<file path="src/rtl/sram_ctrl_pkg.sv">
package sram_ctrl_pkg;

    typedef enum logic [2:0] {
        ST_POWERUP,
        ST_IDLE,
        ST_READ,
        ST_WRITE,
        ST_RECOVER
    } sram_state_t;

    // Round a nanosecond minimum up to whole clock cycles (at least one).
    function automatic int ns_to_cyc(input int ns, input int period_ns);
        int c;
        c = (ns + period_ns - 1) / period_ns;
        return (c < 1) ? 1 : c;
    endfunction

    function automatic int max2(input int a, input int b);
        return (a > b) ? a : b;
    endfunction

endpackage

</file>
<file path="src/rtl/sram_wait_cnt.sv">
module sram_wait_cnt #(
    parameter int CYC = 20000,
    localparam int W  = $clog2(CYC + 1)
) (
    input  logic clk,
    input  logic rst_n,
    output logic done
);
    logic [W-1:0] cnt_q;

    always_ff @(posedge clk or negedge rst_n) begin
        if (!rst_n)
            cnt_q <= '0;
        else if (cnt_q != W'(CYC))
            cnt_q <= cnt_q + 1'b1;
    end

    assign done = (cnt_q == W'(CYC));
endmodule

</file>
<file path="src/rtl/sram_phase_tmr.sv">
module sram_phase_tmr #(
    parameter int CW = 4
) (
    input  logic          clk,
    input  logic          rst_n,
    input  logic          load,
    input  logic [CW-1:0] len,
    output logic          done
);
    logic [CW-1:0] cnt_q;

    always_ff @(posedge clk or negedge rst_n) begin
        if (!rst_n)
            cnt_q <= '0;
        else if (load)
            cnt_q <= len - 1'b1;
        else if (cnt_q != '0)
            cnt_q <= cnt_q - 1'b1;
    end

    assign done = (cnt_q == '0);
endmodule

</file>
<file path="src/rtl/sram_lane_mask.sv">
module sram_lane_mask #(
    parameter int LANES = 2
) (
    input  logic [LANES-1:0]   keep,
    input  logic [LANES*8-1:0] din,
    output logic [LANES*8-1:0] dout
);
    for (genvar g = 0; g < LANES; g++) begin : g_lane
        assign dout[g*8 +: 8] = keep[g] ? din[g*8 +: 8] : 8'h00;
    end
endmodule

</file>
<file path="src/rtl/sram_ctrl.sv">
module sram_ctrl
    import sram_ctrl_pkg::*;
#(
    parameter int ADDR_W   = 18,
    parameter int DATA_W   = 16,
    parameter int CLK_NS   = 10,
    parameter int PWRUP_NS = 200000,
    parameter int RC_NS    = 70,
    parameter int WP_NS    = 50,
    parameter int AW_NS    = 60,
    parameter int DW_NS    = 20,
    localparam int LANES   = DATA_W / 8,
    localparam int PWR_CYC = ns_to_cyc(PWRUP_NS, CLK_NS),
    localparam int RD_CYC  = ns_to_cyc(RC_NS, CLK_NS),
    localparam int WR_CYC  = ns_to_cyc(max2(max2(WP_NS, AW_NS), DW_NS), CLK_NS),
    localparam int TW      = $clog2(max2(RD_CYC, WR_CYC) + 1)
) (
    input  logic              clk,
    input  logic              rst_n,
    input  logic              req_valid,
    output logic              req_ready,
    input  logic              req_we,
    input  logic [ADDR_W-1:0] req_addr,
    input  logic [LANES-1:0]  req_lanes,
    input  logic [DATA_W-1:0] req_wdata,
    output logic              rsp_valid,
    output logic [DATA_W-1:0] rsp_rdata,
    output logic [ADDR_W-1:0] mem_addr,
    output logic              mem_cs_n,
    output logic              mem_cs2,
    output logic              mem_oe_n,
    output logic              mem_we_n,
    output logic [LANES-1:0]  mem_lane_n,
    output logic [DATA_W-1:0] mem_dq_out,
    output logic              mem_dq_oe,
    input  logic [DATA_W-1:0] mem_dq_in
);
    sram_state_t state_q, state_d;

    logic              pwr_done, tmr_done, tmr_load;
    logic [TW-1:0]     tmr_len;
    logic [ADDR_W-1:0] addr_q;
    logic [DATA_W-1:0] wdata_q, rdata_q, rd_masked;
    logic [LANES-1:0]  lanes_q;
    logic              we_q;
    logic              accept;

    sram_wait_cnt #(.CYC(PWR_CYC)) u_wait (
        .clk  (clk),
        .rst_n(rst_n),
        .done (pwr_done)
    );

    sram_phase_tmr #(.CW(TW)) u_tmr (
        .clk  (clk),
        .rst_n(rst_n),
        .load (tmr_load),
        .len  (tmr_len),
        .done (tmr_done)
    );

    sram_lane_mask #(.LANES(LANES)) u_mask (
        .keep(lanes_q),
        .din (mem_dq_in),
        .dout(rd_masked)
    );

    assign accept   = (state_q == ST_IDLE) && req_valid;
    assign tmr_load = accept;
    assign tmr_len  = req_we ? TW'(WR_CYC) : TW'(RD_CYC);

    // State register
    always_ff @(posedge clk or negedge rst_n) begin
        if (!rst_n)
            state_q <= ST_POWERUP;
        else
            state_q <= state_d;
    end

    // Transitions
    always_comb begin
        state_d = state_q;
        unique case (state_q)
            ST_POWERUP: if (pwr_done) state_d = ST_IDLE;
            ST_IDLE:    if (req_valid) state_d = req_we ? ST_WRITE : ST_READ;
            ST_READ:    if (tmr_done) state_d = ST_RECOVER;
            ST_WRITE:   if (tmr_done) state_d = ST_RECOVER;
            ST_RECOVER: state_d = ST_IDLE;
            default:    state_d = ST_POWERUP;
        endcase
    end

    // Request capture and read sampling
    always_ff @(posedge clk or negedge rst_n) begin
        if (!rst_n) begin
            addr_q  <= '0;
            wdata_q <= '0;
            lanes_q <= '0;
            we_q    <= 1'b0;
            rdata_q <= '0;
        end else begin
            if (accept) begin
                addr_q  <= req_addr;
                wdata_q <= req_wdata;
                lanes_q <= req_lanes;
                we_q    <= req_we;
            end
            if (state_q == ST_READ && tmr_done)
                rdata_q <= rd_masked;
        end
    end

    // Outputs
    always_comb begin
        mem_cs_n   = 1'b1;
        mem_oe_n   = 1'b1;
        mem_we_n   = 1'b1;
        mem_dq_oe  = 1'b0;
        mem_lane_n = '1;
        req_ready  = 1'b0;
        rsp_valid  = 1'b0;
        unique case (state_q)
            ST_POWERUP: ;
            ST_IDLE:    req_ready = 1'b1;
            ST_READ: begin
                mem_cs_n   = 1'b0;
                mem_oe_n   = 1'b0;
                mem_lane_n = ~lanes_q;
            end
            ST_WRITE: begin
                mem_cs_n   = 1'b0;
                mem_we_n   = 1'b0;
                mem_dq_oe  = 1'b1;
                mem_lane_n = ~lanes_q;
            end
            ST_RECOVER: rsp_valid = !we_q;
            default: ;
        endcase
    end

    assign mem_cs2    = 1'b1;
    assign mem_addr   = addr_q;
    assign mem_dq_out = wdata_q;
    assign rsp_rdata  = rdata_q;
endmodule

</file>
<file path="config.mk">
export PLATFORM = sky130hd
export DESIGN_NAME = sram_ctrl
export DESIGN_NICKNAME = d
export VERILOG_FILES = /design/src/rtl/sram_ctrl_pkg.sv /design/src/rtl/sram_wait_cnt.sv /design/src/rtl/sram_phase_tmr.sv /design/src/rtl/sram_lane_mask.sv /design/src/rtl/sram_ctrl.sv
export SDC_FILE = /design/constraint.sdc
export NUM_CORES = 1
export LEC_CHECK = 0
export ABC_AREA = 1
export CAP_MARGIN = 20
export CORE_UTILIZATION = 45
export DETAILED_ROUTE_END_ITERATION = 16
export GPL_ROUTABILITY_DRIVEN = 0
export PLACE_DENSITY = 0.85
export SYNTH_ARGS = -nofsm -noshare
export SYNTH_HDL_FRONTEND = slang
export SYNTH_HIERARCHICAL = 1
export SYNTH_SLANG_ARGS = --single-unit
</file>
<file path="constraint.sdc">
create_clock -name clk -period 2.04 [get_ports clk]
set_clock_uncertainty 0.1 [all_clocks]
set_input_delay 0.612 -clock clk [delete_from_list [all_inputs] [get_ports clk]]
set_output_delay 0.612 -clock clk [all_outputs]
set_load 0.01 [all_outputs]
</file>
After elaboration in Yosys (flattened, before gate mapping) --
Index checks and enable logic that the tools add are counted. Widths: inputs -> output; s select.
Storage, ports and cells: bits in registers 74, bits of input ports 56, output and inout port bits 59, word-level logic and storage cells 47
Cells by class: $add $sub $neg 3, equality and inequality tests 9, muxes and demuxes 17, bitwise gates (word level) 1, reduce and logical (&&, ||, !) cells 9
Operator list (count):
- $mux 8 | 2
- $add 15x1->15 const B | 1
- $eq 15x15->1 const B | 1
- $mux 3 | 5
- $ne 15x15->1 const B | 1
- $pmux 3 s4 | 1
- $mux 1 | 8
- $eq 3x2->1 const B | 2
- $logic_not 3->1 | 2
- $ne 2x2->1 const B | 2
- $eq 3x1->1 const B | 1
- $eq 3x3->1 const B | 1
- $reduce_and 3->1 | 1
- $reduce_bool 3->1 | 1
- $sub 2x2->3 const B | 1
- $sub 3x1->3 const B | 1
- $logic_and 1x1->1 | 2
- $mux 2 | 1
- $ne 2x1->1 const B | 1
- $not 2->2 | 1
- $reduce_bool 2->1 | 1
- $reduce_or 2->1 | 1
- $logic_not 1->1 | 1

Logic depth before layout (Yosys ltp) --
word-level depth 4, gate-level depth with buffers 14, depth with buffers taken out 14

Hierarchy --
Netlist, hierarchy kept.
By module, submodules not included:
- sram_ctrl | instances 1, cells each 262, area an instance 2267.2 um2, sequential area each 1401.3 um2
- sram_wait_cnt | instances 1, cells each 126, area an instance 909.6 um2, sequential area each 375.4 um2
- sram_phase_tmr | instances 1, cells each 30, area an instance 207.7 um2, sequential area each 75.1 um2
- sram_lane_mask | instances 1, cells each 34, area an instance 130.1 um2, sequential area each 0.0 um2

Least setup slack after synthesis --
Ideal clock, no wire load.
kind reg2reg, start reg state_q[1], end reg u_tmr.cnt_q[2], setup time 0.073 ns, arrival time 1.665 ns, data required time 1.867 ns, slack 0.202 ns, cell stages (with the launch flop) 14, buffers on the path 1, clock period less this slack 1.838 ns, cell sequence dfrtp_1 inv_1 nand3_2 inv_2 nand2_4 inv_4 buf_4 inv_2 nand2_1 o21ai_0 ha_1 inv_1 nand3_1 a21oi_2
On the way: cells in the longest elaborated chain, start to end 3, elaborated cells between the ends (all ways) 4, those cells by class eq/ne (1); mux (1); reduce/logical (2)
RTL lines:
- start: declaration | line sram_ctrl.sv:38 | sram_state_t state_q, state_d;
- start signal: assignment | line sram_ctrl.sv:77 | state_q <= state_d;
- $eq 3x1->1 * | line sram_ctrl.sv:68 | assign accept = (state_q == ST_IDLE) && req_valid;
- $logic_and 1x1->1 * | line sram_ctrl.sv:68
- via accept | line sram_ctrl.sv:46 | logic accept;
- $mux 3 / $reduce_bool 2->1 (equally long branches)
- end signal: assignment | line sram_phase_tmr.sv:16 | cnt_q <= len - 1'b1;
- end signal: assignment | line sram_phase_tmr.sv:18 | cnt_q <= cnt_q - 1'b1;
- end: declaration | line sram_phase_tmr.sv:10 | logic [CW-1:0] cnt_q;
Mark *: on every way through the listed nets, which the timed path passes. The rest lies on a longest branch. A chain may end at the register's enable or synchronous reset.

Worst setup path in the final report --
start reg state_q[1], end out mem_cs_n
On the way: cells in the longest elaborated chain, start to end 3, elaborated cells between the ends (all ways) 4, those cells by class eq/ne (2); mux (1); reduce/logical (1)
RTL lines:
- $eq 3x2->1 | line sram_ctrl.sv:122 | unique case (state_q)
- $reduce_or 2->1 (no line) *
- $mux 1 * | line sram_ctrl.sv:122
- end: declaration | line sram_ctrl.sv:29 | output logic mem_cs_n,
Every way passes the cells marked *; elsewhere a longest branch is shown, timed or not.

==> results by group <==
Layout
  • Commonest non-fill, non-tap cells in the layout: 200 x nand2_1, 102 x clkdlybuf4s50_1, 73 x dfrtp_1
  • Layout cells sized above 1: 12.2%
  • Most common cell after layout, fill and taps aside: nand2_1
  • Area Growth Syn to Fin: 43.7%
  • Nets: 642
  • Antenna cells: 0

Global routing
  • Largest net degree at the start of global routing: 75
  • Total grt overflow: 0
  • Number of global-route vias before repair: 3152
  • Antenna violations before repair: 0
  • Tot GR Track Use: 22.4%
  • First-pass GRT wire length: 14600 µm

Placed design
  • HPWL after DPL: 5940 µm
  • I/O Buffers: 113
  • Worst slack at placement: -91.1 ps

Pwr
  • Power Dens Cells: 1290 nW/µm²
  • Clk pwr share: 17.6%
  • Flop pwr share: 35.8%
  • Switching Fraction: 36.9%
  • Sw Pwr: 0.00240 W
  • Leakage power: 2.61 nW
  • Logic pwr share: 46.6%
  • Int Pwr: 0.00410 W
  • VDD IR max: 0.000627 V

CTS
  • Clock transition at path regs: 80 ps
  • Cell at the root of the clock tree: clkbuf_8
  • CTS buffer count: 9
  • Hold_buf cts: 0
  • Clk sinks: 74
  • Worst-Skew Late Latency: 350 ps
  • Clock buffer depth: 2
  • CTS tree: done
  • H-tree depth: 3

Yosys
  • Post-synthesis sequential area ratio: 52.7%
  • Flops & latches, synth: 74
  • Post-Synthesis Cell Area: 3510 µm²
  • Synth warn: 6
  • Synth Instances: 452
  • Yosys cell types: 28
  • Synthesized area per cell: 7.78 µm²

Route
  • Drt drc: 0
  • Initial DRC Count: 218
  • DRT antenna net count: 0
  • WL/cell: 12.4 µm
  • Drt total wl: 8540 µm
  • First-pass DRT Iterations: 4
  • Vias per inst: 4.73
  • Routed vias: 3250

Die
  • Die W: 90.4 µm
  • Core area: 7410 µm²
  • FP Rows: 31
  • Starting density of the core: 47.4%
  • Io pins: 115
  • Die Span Y: 90.4 µm
  • Die area: 8170 µm²

Flow run
  • MaxCap Viol Count: 0

Worst setup path
  • Worst Setup Start Kind: register
  • Crit path arrival time: 1300 ps
  • Critical path origin: state_q[1]
  • Required @ worst endpoint: 1330 ps
  • Crit end category: output pin
  • Crit-path max FO: 3
  • Crit Reg-Reg Startpoint: state_q[2]
  • Critical path type: reg2out

Min path
  • Worst hold path class: in2async

STA
  • Min Tclk post-route: 2010 ps
  • Crit share post-route: 98.7%
  • Max Freq: 0.497 GHz
  • Setup-failing EPs final: 0
  • RSZ-0062 raised after global routing: yes
  • Final TNS setup: 0 ps
  • Worst-margin pin slew: 513 ps
  • Setup WS post-layout: 25.9 ps
  • Max-slew violations: 0
  • Hold Fails Final Rpt: 0
  • Relative slew margins: 65.8%

Run status
  • Outcome: finished clean
==> registers in the layout (all words and copies together) (netlist names) <==
name          cells
u_tmr/cnt_q       3
state_q           3
rsp_rdata        16
we_q              1
mem_addr         18
mem_dq_out       16
u_wait/cnt_q     15
lanes_q           2
==> kinds of logic after synthesis <==
logic type / Yosys count / share of synthesized area (%)
and+or+nand+nor: 262 / 31.0
AOI/OAI and AO/OA: 22 / 3.35
buffers and inverters: 83 / 10.0
other: 1 / 0.107
adders and majority gates: 3 / 1.07
xor gates and xnor gates: 7 / 1.74
DFF: 74 / 52.7
==> critical path, stage by stage (launching register included) <==
cell,delay (ps)
dfrtp_1,420
inv_2,80
nor2_4,130
inv_2,60
buf_4,130
buf_2,130
==> repair_timing <==
action,CTS,global route
pin swaps,1,3
setup buffers,2,2
endpoints found under the hold margin,0,0
endpoints found under the setup margin,8,6
resized for setup,39,9
gates cloned,0,0
==> power groups by stage <==
stage | clock (W) | combinational (W) | sequential, W
finish | 0.00114 | 0.00303 | 0.00233
floorplan | 0 | 0.00119 | 0.00251
global route | 0.00126 | 0.00332 | 0.00238
detailed placement | 0 | 0.00293 | 0.00233
global placement | 0 | 0.00282 | 0.00232
CTS | 0.00117 | 0.00293 | 0.00232
==> area by class of cell <==
cell class,instances,area [µm²]
Tap cell,99,124
Sequential cell,74,1850
Fill cell,563,2360
Clock inverter,7,80.1
Timing Repair Buffer,130,1260
Clock buffer,9,124
Multi-Input combinational cell,298,1350
Inverter,70,268
==> synthesized netlist by cell type <==
cell	count	area, µm²
nor2_2	3	18.8
buf_4	4	30.0
inv_1	64	240
ha_1	3	37.5
nand3_1	9	45.0
xor2_1	5	43.8
inv_2	4	15.0
nand2_2	5	31.3
nor2_4	3	33.8
nand3_2	4	40.0
inv_4	1	6.26
nand2_1	200	751
nor3_1	2	10.0
o21ai_1	1	5.00
o21ai_2	1	8.76
nand4_1	3	18.8
nand2_4	1	11.3
clkinv_1	1	3.75
clkbuf_1	1	3.75
o21ai_0	19	95.1
nor2_1	29	109
buf_2	6	30.0
a21oi_2	1	8.76
conb_1	1	3.75
buf_6	2	22.5
nand3b_1	3	22.5
dfrtp_1	74	1850
xnor2_1	2	17.5
==> per-layer routing <==
metal / up-vias / track usage, % / share of wire (%)
met1: 1516 / 28.5 / 44
li1: 1599 / - / -
met4: 0 / 10.3 / 2.7
met2: 117 / 37.1 / 49
met3: 18 / 4.29 / 4.8
met5: - / 0 / 0
==> metrics by stage <==
| step | power (W) | hold slack (ps) | instance area [µm²] | utilization [%] | instances |
|---|---|---|---|---|---|
| 2_1_floorplan | 0.00370 | 216 | 3530 | - | 455 |
| 3_3_place_gp | 0.00513 | 365 | 4810 | 65.0 | 667 |
| 3_5_place_dp | 0.00526 | 367 | 4810 | 65.0 | 667 |
| 4_1_cts | 0.00642 | 207 | 5000 | 67.5 | 685 |
| 5_1_grt | 0.00696 | 196 | 5050 | 68.2 | 687 |
| 6_report | 0.00650 | 190 | 5050 | 68.2 | 687 |
==> final timing paths <==
| path | endpoint | slack [ps] | depth (start not counted) |
|---|---|---|---|
| min | mem_addr[10] | 190 | 2 |
| max reg2reg | u_tmr/cnt_q[2] | 150 | 14 |
| max | mem_cs_n | 30 | 5 |
| max in group asynchronous | state_q[2] | 1330 | 2 |
| min in group clk | mem_dq_out[13] | 380 | 2 |
| min reg2reg | mem_dq_out[13] | 380 | 2 |
Note: power is estimated with default switching activity, not from simulation.
